`src/rtl/plb_pkg.sv`:
```
package plb_pkg;
  typedef enum logic [1:0] {
    ST_IDLE = 2'd0,
    ST_LOAD = 2'd1,
    ST_WAIT = 2'd2
  } plb_state_e;
endpackage

```
`src/rtl/plb_edge.sv`:
```
// Strobe edge detector: one register of history, edges decoded against the live input.
module plb_edge (
  input  logic clk,
  input  logic rst,
  input  logic act,
  output logic rise,
  output logic fall
);
  logic act_q;

  always_ff @(posedge clk) begin
    if (rst) act_q <= 1'b0;
    else     act_q <= act;
  end

  assign rise = act & ~act_q;
  assign fall = ~act & act_q;
endmodule

```
`src/rtl/plb_timer.sv`:
```
// Inactivity timer: cleared when idle or restarted, frozen while held.
module plb_timer #(
  parameter int LIMIT = 5000
) (
  input  logic clk,
  input  logic rst,
  input  logic run,
  input  logic hold,
  input  logic restart,
  output logic expire
);
  localparam int CW = $clog2(LIMIT + 1);
  localparam logic [CW-1:0] LAST = CW'(LIMIT - 1);

  logic [CW-1:0] cnt;

  always_ff @(posedge clk) begin
    if (rst || !run) begin
      cnt <= '0;
    end else if (restart) begin
      cnt <= '0;
    end else if (!hold && cnt != LAST) begin
      cnt <= cnt + 1'b1;
    end
  end

  assign expire = run && !hold && !restart && (cnt == LAST);
endmodule

```
`src/rtl/plb_store.sv`:
```
// Page storage: unreset RAM (block RAM friendly) plus a resettable loaded mask.
module plb_store #(
  parameter int DATA_W = 16,
  parameter int OFF_W  = 6
) (
  input  logic                    clk,
  input  logic                    rst,
  input  logic                    clear,
  input  logic                    we,
  input  logic [OFF_W-1:0]        waddr,
  input  logic [DATA_W-1:0]       wdata,
  input  logic [OFF_W-1:0]        raddr,
  output logic [DATA_W-1:0]       rdata,
  output logic [(1<<OFF_W)-1:0]   mask
);
  localparam int DEPTH = 1 << OFF_W;

  logic [DATA_W-1:0] mem [DEPTH];
  logic [DATA_W-1:0] mem_q;
  logic              hit_q;

  always_ff @(posedge clk) begin
    if (we) mem[waddr] <= wdata;
    mem_q <= mem[raddr];
  end

  always_ff @(posedge clk) begin
    if (rst || clear) begin
      mask <= '0;
    end else if (we) begin
      mask[waddr] <= 1'b1;
    end
  end

  always_ff @(posedge clk) begin
    if (rst) hit_q <= 1'b0;
    else     hit_q <= mask[raddr];
  end

  assign rdata = hit_q ? mem_q : {DATA_W{1'b1}};
endmodule

```
`src/rtl/page_load_buffer.sv`:
```
module page_load_buffer #(
  parameter int ADDR_W     = 20,
  parameter int DATA_W     = 16,
  parameter int OFF_W      = 6,
  parameter int CLK_HZ     = 50_000_000,
  parameter int TIMEOUT_US = 100
) (
  input  logic                     clk,
  input  logic                     rst,
  input  logic                     ld_act,
  input  logic [ADDR_W-1:0]        ld_addr,
  input  logic [DATA_W-1:0]        ld_data,
  output logic                     ld_err,
  input  logic [OFF_W-1:0]         rd_idx,
  output logic [DATA_W-1:0]        rd_data,
  output logic                     pgm_start,
  output logic [ADDR_W-OFF_W-1:0]  pgm_page,
  output logic [(1<<OFF_W)-1:0]    pgm_mask,
  input  logic                     pgm_done
);
  import plb_pkg::*;

  localparam int DEPTH  = 1 << OFF_W;
  localparam int PAGE_W = ADDR_W - OFF_W;
  localparam int TO_CYC = (CLK_HZ / 1_000_000) * TIMEOUT_US;
  localparam int LCNT_W = OFF_W + 1;
  localparam logic [LCNT_W-1:0] LCNT_LAST = LCNT_W'(DEPTH - 1);

  plb_state_e         state;
  logic [PAGE_W-1:0]  page_r;
  logic [OFF_W-1:0]   off_r;
  logic               cur_ok;
  logic [LCNT_W-1:0]  lcnt;
  logic               start_q;
  logic               err_q;

  logic               rise, fall;
  logic               acc_fall;
  logic               expire;
  logic               close;
  logic               clear;
  logic [PAGE_W-1:0]  in_page;
  logic [OFF_W-1:0]   in_off;

  assign in_page = ld_addr[ADDR_W-1:OFF_W];
  assign in_off  = ld_addr[OFF_W-1:0];

  plb_edge u_edge (
    .clk  (clk),
    .rst  (rst),
    .act  (ld_act),
    .rise (rise),
    .fall (fall)
  );

  assign acc_fall = fall && cur_ok && (state == ST_LOAD);
  assign clear    = rise && (state == ST_IDLE);

  plb_timer #(.LIMIT(TO_CYC)) u_timer (
    .clk     (clk),
    .rst     (rst),
    .run     (state == ST_LOAD),
    .hold    (ld_act),
    .restart (acc_fall),
    .expire  (expire)
  );

  assign close = (state == ST_LOAD) &&
                 (expire || (acc_fall && lcnt == LCNT_LAST));

  plb_store #(.DATA_W(DATA_W), .OFF_W(OFF_W)) u_store (
    .clk   (clk),
    .rst   (rst),
    .clear (clear),
    .we    (acc_fall),
    .waddr (off_r),
    .wdata (ld_data),
    .raddr (rd_idx),
    .rdata (rd_data),
    .mask  (pgm_mask)
  );

  always_ff @(posedge clk) begin
    if (rst) begin
      state   <= ST_IDLE;
      page_r  <= '0;
      off_r   <= '0;
      cur_ok  <= 1'b0;
      lcnt    <= '0;
      start_q <= 1'b0;
      err_q   <= 1'b0;
    end else begin
      start_q <= 1'b0;
      err_q   <= 1'b0;
      unique case (state)
        ST_IDLE: begin
          if (rise) begin
            page_r <= in_page;
            off_r  <= in_off;
            cur_ok <= 1'b1;
            lcnt   <= '0;
            state  <= ST_LOAD;
          end
        end
        ST_LOAD: begin
          if (rise) begin
            if (in_page == page_r) begin
              off_r  <= in_off;
              cur_ok <= 1'b1;
            end else begin
              cur_ok <= 1'b0;
              err_q  <= 1'b1;
            end
          end
          if (acc_fall) lcnt <= lcnt + 1'b1;
          if (close) begin
            state   <= ST_WAIT;
            start_q <= 1'b1;
            cur_ok  <= 1'b0;
          end
        end
        ST_WAIT: begin
          if (pgm_done) state <= ST_IDLE;
        end
        default: state <= ST_IDLE;
      endcase
    end
  end

  assign pgm_start = start_q;
  assign ld_err    = err_q;
  assign pgm_page  = page_r;
endmodule

```
`config.mk`:
```
export PLATFORM = sky130hd
export DESIGN_NAME = page_load_buffer
export DESIGN_NICKNAME = d
export VERILOG_FILES = /design/src/rtl/plb_pkg.sv /design/src/rtl/plb_edge.sv /design/src/rtl/plb_timer.sv /design/src/rtl/plb_store.sv /design/src/rtl/page_load_buffer.sv
export SDC_FILE = /design/constraint.sdc
export NUM_CORES = 1
export LEC_CHECK = 0
export ABC_AREA = 0
export BUFFER_PORTS_ARGS = -buffer_cell sky130_fd_sc_hd__buf_2
export CAP_MARGIN = 20
export CORE_UTILIZATION = 36
export CTS_CLUSTER_SIZE = 20
export DETAILED_ROUTE_END_ITERATION = 7
export SLEW_MARGIN = 40
export SYNTH_ARGS = -nofsm -noshare
export SYNTH_HDL_FRONTEND = slang
export SYNTH_SLANG_ARGS = --single-unit
```
`constraint.sdc`:
```
create_clock -name clk -period 7 [get_ports clk]
set_clock_uncertainty 0.05 [all_clocks]
set_input_delay 1.05 -clock clk [delete_from_list [all_inputs] [get_ports clk]]
set_output_delay 1.05 -clock clk [all_outputs]
set_load 0.01 [all_outputs]
```
==> flow_metrics.py <==
metrics = {
    "clock_network": {
        "cts_max_level": 3,
        "cts-resized-gates": 0,
        "clk_pin_slew_ps": 60,
        "clkSinkCount": 1151,
        "cts_max_path_buffers": 3,
        "clkLatencyLatePin_ps": 710,
        "post-cts-setup-buffer-count": 0,
        "clockRootBuffer": "clkbuf_16",
        "cts_buffers": 111,
        "cts_tree": "yes",
        "cts.hold.buffers_added": 0,
    },
    "pwr": {
        "cellPowerDensity_nw_per_um2": 281,
        "p_total_w": 0.0143,
        "p_leak_nw": 16.1,
        "ir_drop_v": 0.000221,
    },
    "sta": {
        "final_hold_viol_count": 0,
        "maxSlewViolCount": 0,
        "period_share_pct": 52.3,
        "fin_tns_setup_ps": 0,
        "worst_slew_pin_slew_ps": 931,
        "rsz0062_at_grt": "false",
        "slew_headroom_pct": 37.8,
        "fmax_mhz": 273,
        "setup_violations": 0,
        "setup_slack_ps": 3340,
        "period_needed_ps": 3660,
    },
    "route": {
        "dr_wl_met2_mm": 52.6,
        "top_layer": "met4",
        "finalWirelength_mm": 113,
        "dr.pass1.iters": 5,
        "first_iter_violations": 2287,
        "dr_total_vias": 22188,
        "wl_per_cell_um": 28.0,
        "wl_met1_mm": 46.9,
        "ant_nets": 0,
        "drc": 0,
        "dr_wl_met3_mm": 9.95,
        "drt-vias-per-instance": 5.51,
    },
    "floorplan": {
        "die_x_um": 351,
        "num_rows": 127,
        "die_area_um2": 124000,
        "die_h_um": 351,
        "initial_utilization_pct": 36.5,
        "ios": 142,
        "core-area_um2": 120000,
    },
    "logic_synthesis": {
        "ys_seq_area_share_pct": 75.7,
        "synth-main-ff-cell": "edfxtp_1",
        "yosys-top-cells-count": "1024 x edfxtp_1, 302 x mux4_2, 127 x dfxtp_1",
        "netlist_area_um2": 44000,
        "ys_warn_count": 0,
        "avgSynthCellArea_um2": 20.8,
        "yosysTopAreaCellShare_pct": 69.9,
        "synth-edff-count": 1024,
        "syn_inst": 2111,
        "synth_cell_types": 48,
        "synthesis.nets": 2159,
        "ys_ff_latch": 1151,
        "yosys-top-cells-area": "edfxtp_1 70%, mux4_2 15%, dfxtp_1 5.8%",
        "synthArstFlopShare_pct": 0,
        "yosysMostFrequentCell": "edfxtp_1",
        "synth_area_leader_cell": "edfxtp_1",
    },
    "min_path": {
        "whs_path_depth": 2,
        "min-delay-start": "pgm_page[13]$_SDFFE_PP0P_",
        "hold_class": "flip-flop to flip-flop",
        "min_to": "pgm_page[13]$_SDFFE_PP0P_",
    },
    "final_layout": {
        "drive_above_1_share_pct": 30.2,
        "nNetsFinal": 2369,
        "syn_to_final_growth_pct": 15.4,
        "n_antenna_cell": 0,
        "stdcell_area_um2": 50700,
        "fin_cells": 4030,
    },
    "place": {
        "portBuffers": 141,
        "place_hpwl_mm": 67.3,
        "dp_cells": 3818,
        "place_area_um2": 47000,
        "gp_congestion": 0.876,
        "post-place-ws_ps": 2690,
    },
    "worst_setup_path": {
        "endpoint_kind": "flip-flop",
        "rrSetupSlack_ps": 3530,
        "cp-start-kind": "input port",
        "worstRegToRegCells": 5,
        "r2r_start": "state[0]$_SDFFE_PP0P_",
        "path_max_fanout": 64,
        "critical_path_required_ps": 7510,
        "cp_data_arrival_time_ps": 4170,
        "path_class": "input port to flip-flop",
        "rr_endpoint": "u_store.mem[22][14]$_DFFE_PP_",
    },
    "job": {
        "cap_viol_max_count": 0,
    },
    "grt": {
        "grt_usage_pct": 18.3,
        "gr-total-overflow": 0,
        "grt_first_pass_wirelength_mm": 161,
        "grt_max_degree": 110,
        "grt_pass1_vias": 22236,
        "antenna_found_initial": 2,
    },
    "run_status": {
        "status": "finished, final reports clean",
    },
}
==> per-layer routing <==
layer	vias to the layer above	global-route usage [%]
met5	-	0
met4	0	5.77
met3	173	4.47
met2	966	28.5
met1	11884	25.3
li1	9165	-
==> kinds of logic after synthesis <==
kind of cell | Yosys count | share of synthesized area, %
flip-flops | 1151 | 75.7
multiplexers | 341 | 16.4
AND/OR/NAND/NOR | 273 | 2.89
AO/OA/AOI/OAI | 202 | 3.14
buffers and inverters | 117 | 1.34
XOR/XNOR | 25 | 0.498
adder cells (fa/ha/maj) | 2 | 0.0569
==> registers in the layout, summed over array words and instances, names as in the netlist, 2 cells and up <==
name,cells
state,2
off_r,6
u_store.mask,64
lcnt,7
u_timer.cnt,13
pgm_page,14
u_store.mem_q,16
u_store.mem,1024
==> power by group <==
part	internal (W)	total, W	leakage (nW)	switching, W
Combinational	0.000246	0.000673	4.07	0.000427
Sequential	0.00749	0.00753	10.2	0.0000358
Clock	0.00348	0.00606	1.80	0.00258
==> worst max-delay path, stage by stage <==
cell and delay [ps]:
buf_8 440, buf_12 380, buf_16 420, mux4_2 580, a22oi_1 290, a31oi_1 140
a21oi_1 490, o21ai_0 150
==> stage by stage <==
stage | util [%] | hold slack [ps]
after floorplan | - | 402
after global placement | 38.8 | 413
after detailed placement | 39.0 | 425
after CTS | 42.1 | 435
after global routing | 42.1 | 447
final | 42.1 | 436
==> worst max path at each step <==
stage          cells past startpoint  slack, ps                           end  startpoint
2_1_floorplan                      5       3810  u_store.mem[31][0]$_DFFE_PP_      ld_act
3_3_place_gp                       7       2680     u_store.mem_q[11]$_DFF_P_   rd_idx[0]
3_5_place_dp                       7       2690     u_store.mem_q[11]$_DFF_P_   rd_idx[0]
4_1_cts                            7       3460     u_store.mem_q[11]$_DFF_P_   rd_idx[0]
5_1_grt                            8       3170      u_store.mem_q[4]$_DFF_P_   rd_idx[0]
6_report                           8       3340      u_store.mem_q[4]$_DFF_P_   rd_idx[0]
==> layout by cell type, fill, tap and decap left out, types with 4 or more instances in the layout <==
cell and instances:
buf_12 4, buf_2 138, nand2b_1 19, mux2i_1 37, clkbuf_8 14, nand3_1 20, mux4_2 302, nor2_4 35
clkbuf_16 112, o21ai_0 19, dfxtp_1 126, o21a_1 65, nand4_1 15, clkinv_2 22, a21oi_1 39, o221ai_1 12
o22ai_1 9, inv_1 5, xor2_1 21, clkbuf_1 31, clkinvlp_4 8, nand3b_1 4, xnor2_1 4, buf_4 62
bufinv_16 10, a211oi_1 12, a22oi_1 24, nor2_1 74, nor2b_1 13, clkinv_1 8, edfxtp_1 1024, o22a_1 6
a31oi_1 9, nand2_1 64
==> cell type report <==
class / instances / area, um2
clock buffers: 157 / 3110
clock inverters: 53 / 592
fillers: 10461 / 69700
inverters: 5 / 18.8
multi-input cells: 843 / 10400
flip-flops and latches: 1151 / 33300
well taps: 1612 / 2020
repair buffers: 209 / 1340
Power figures use the tool's default switching activity.
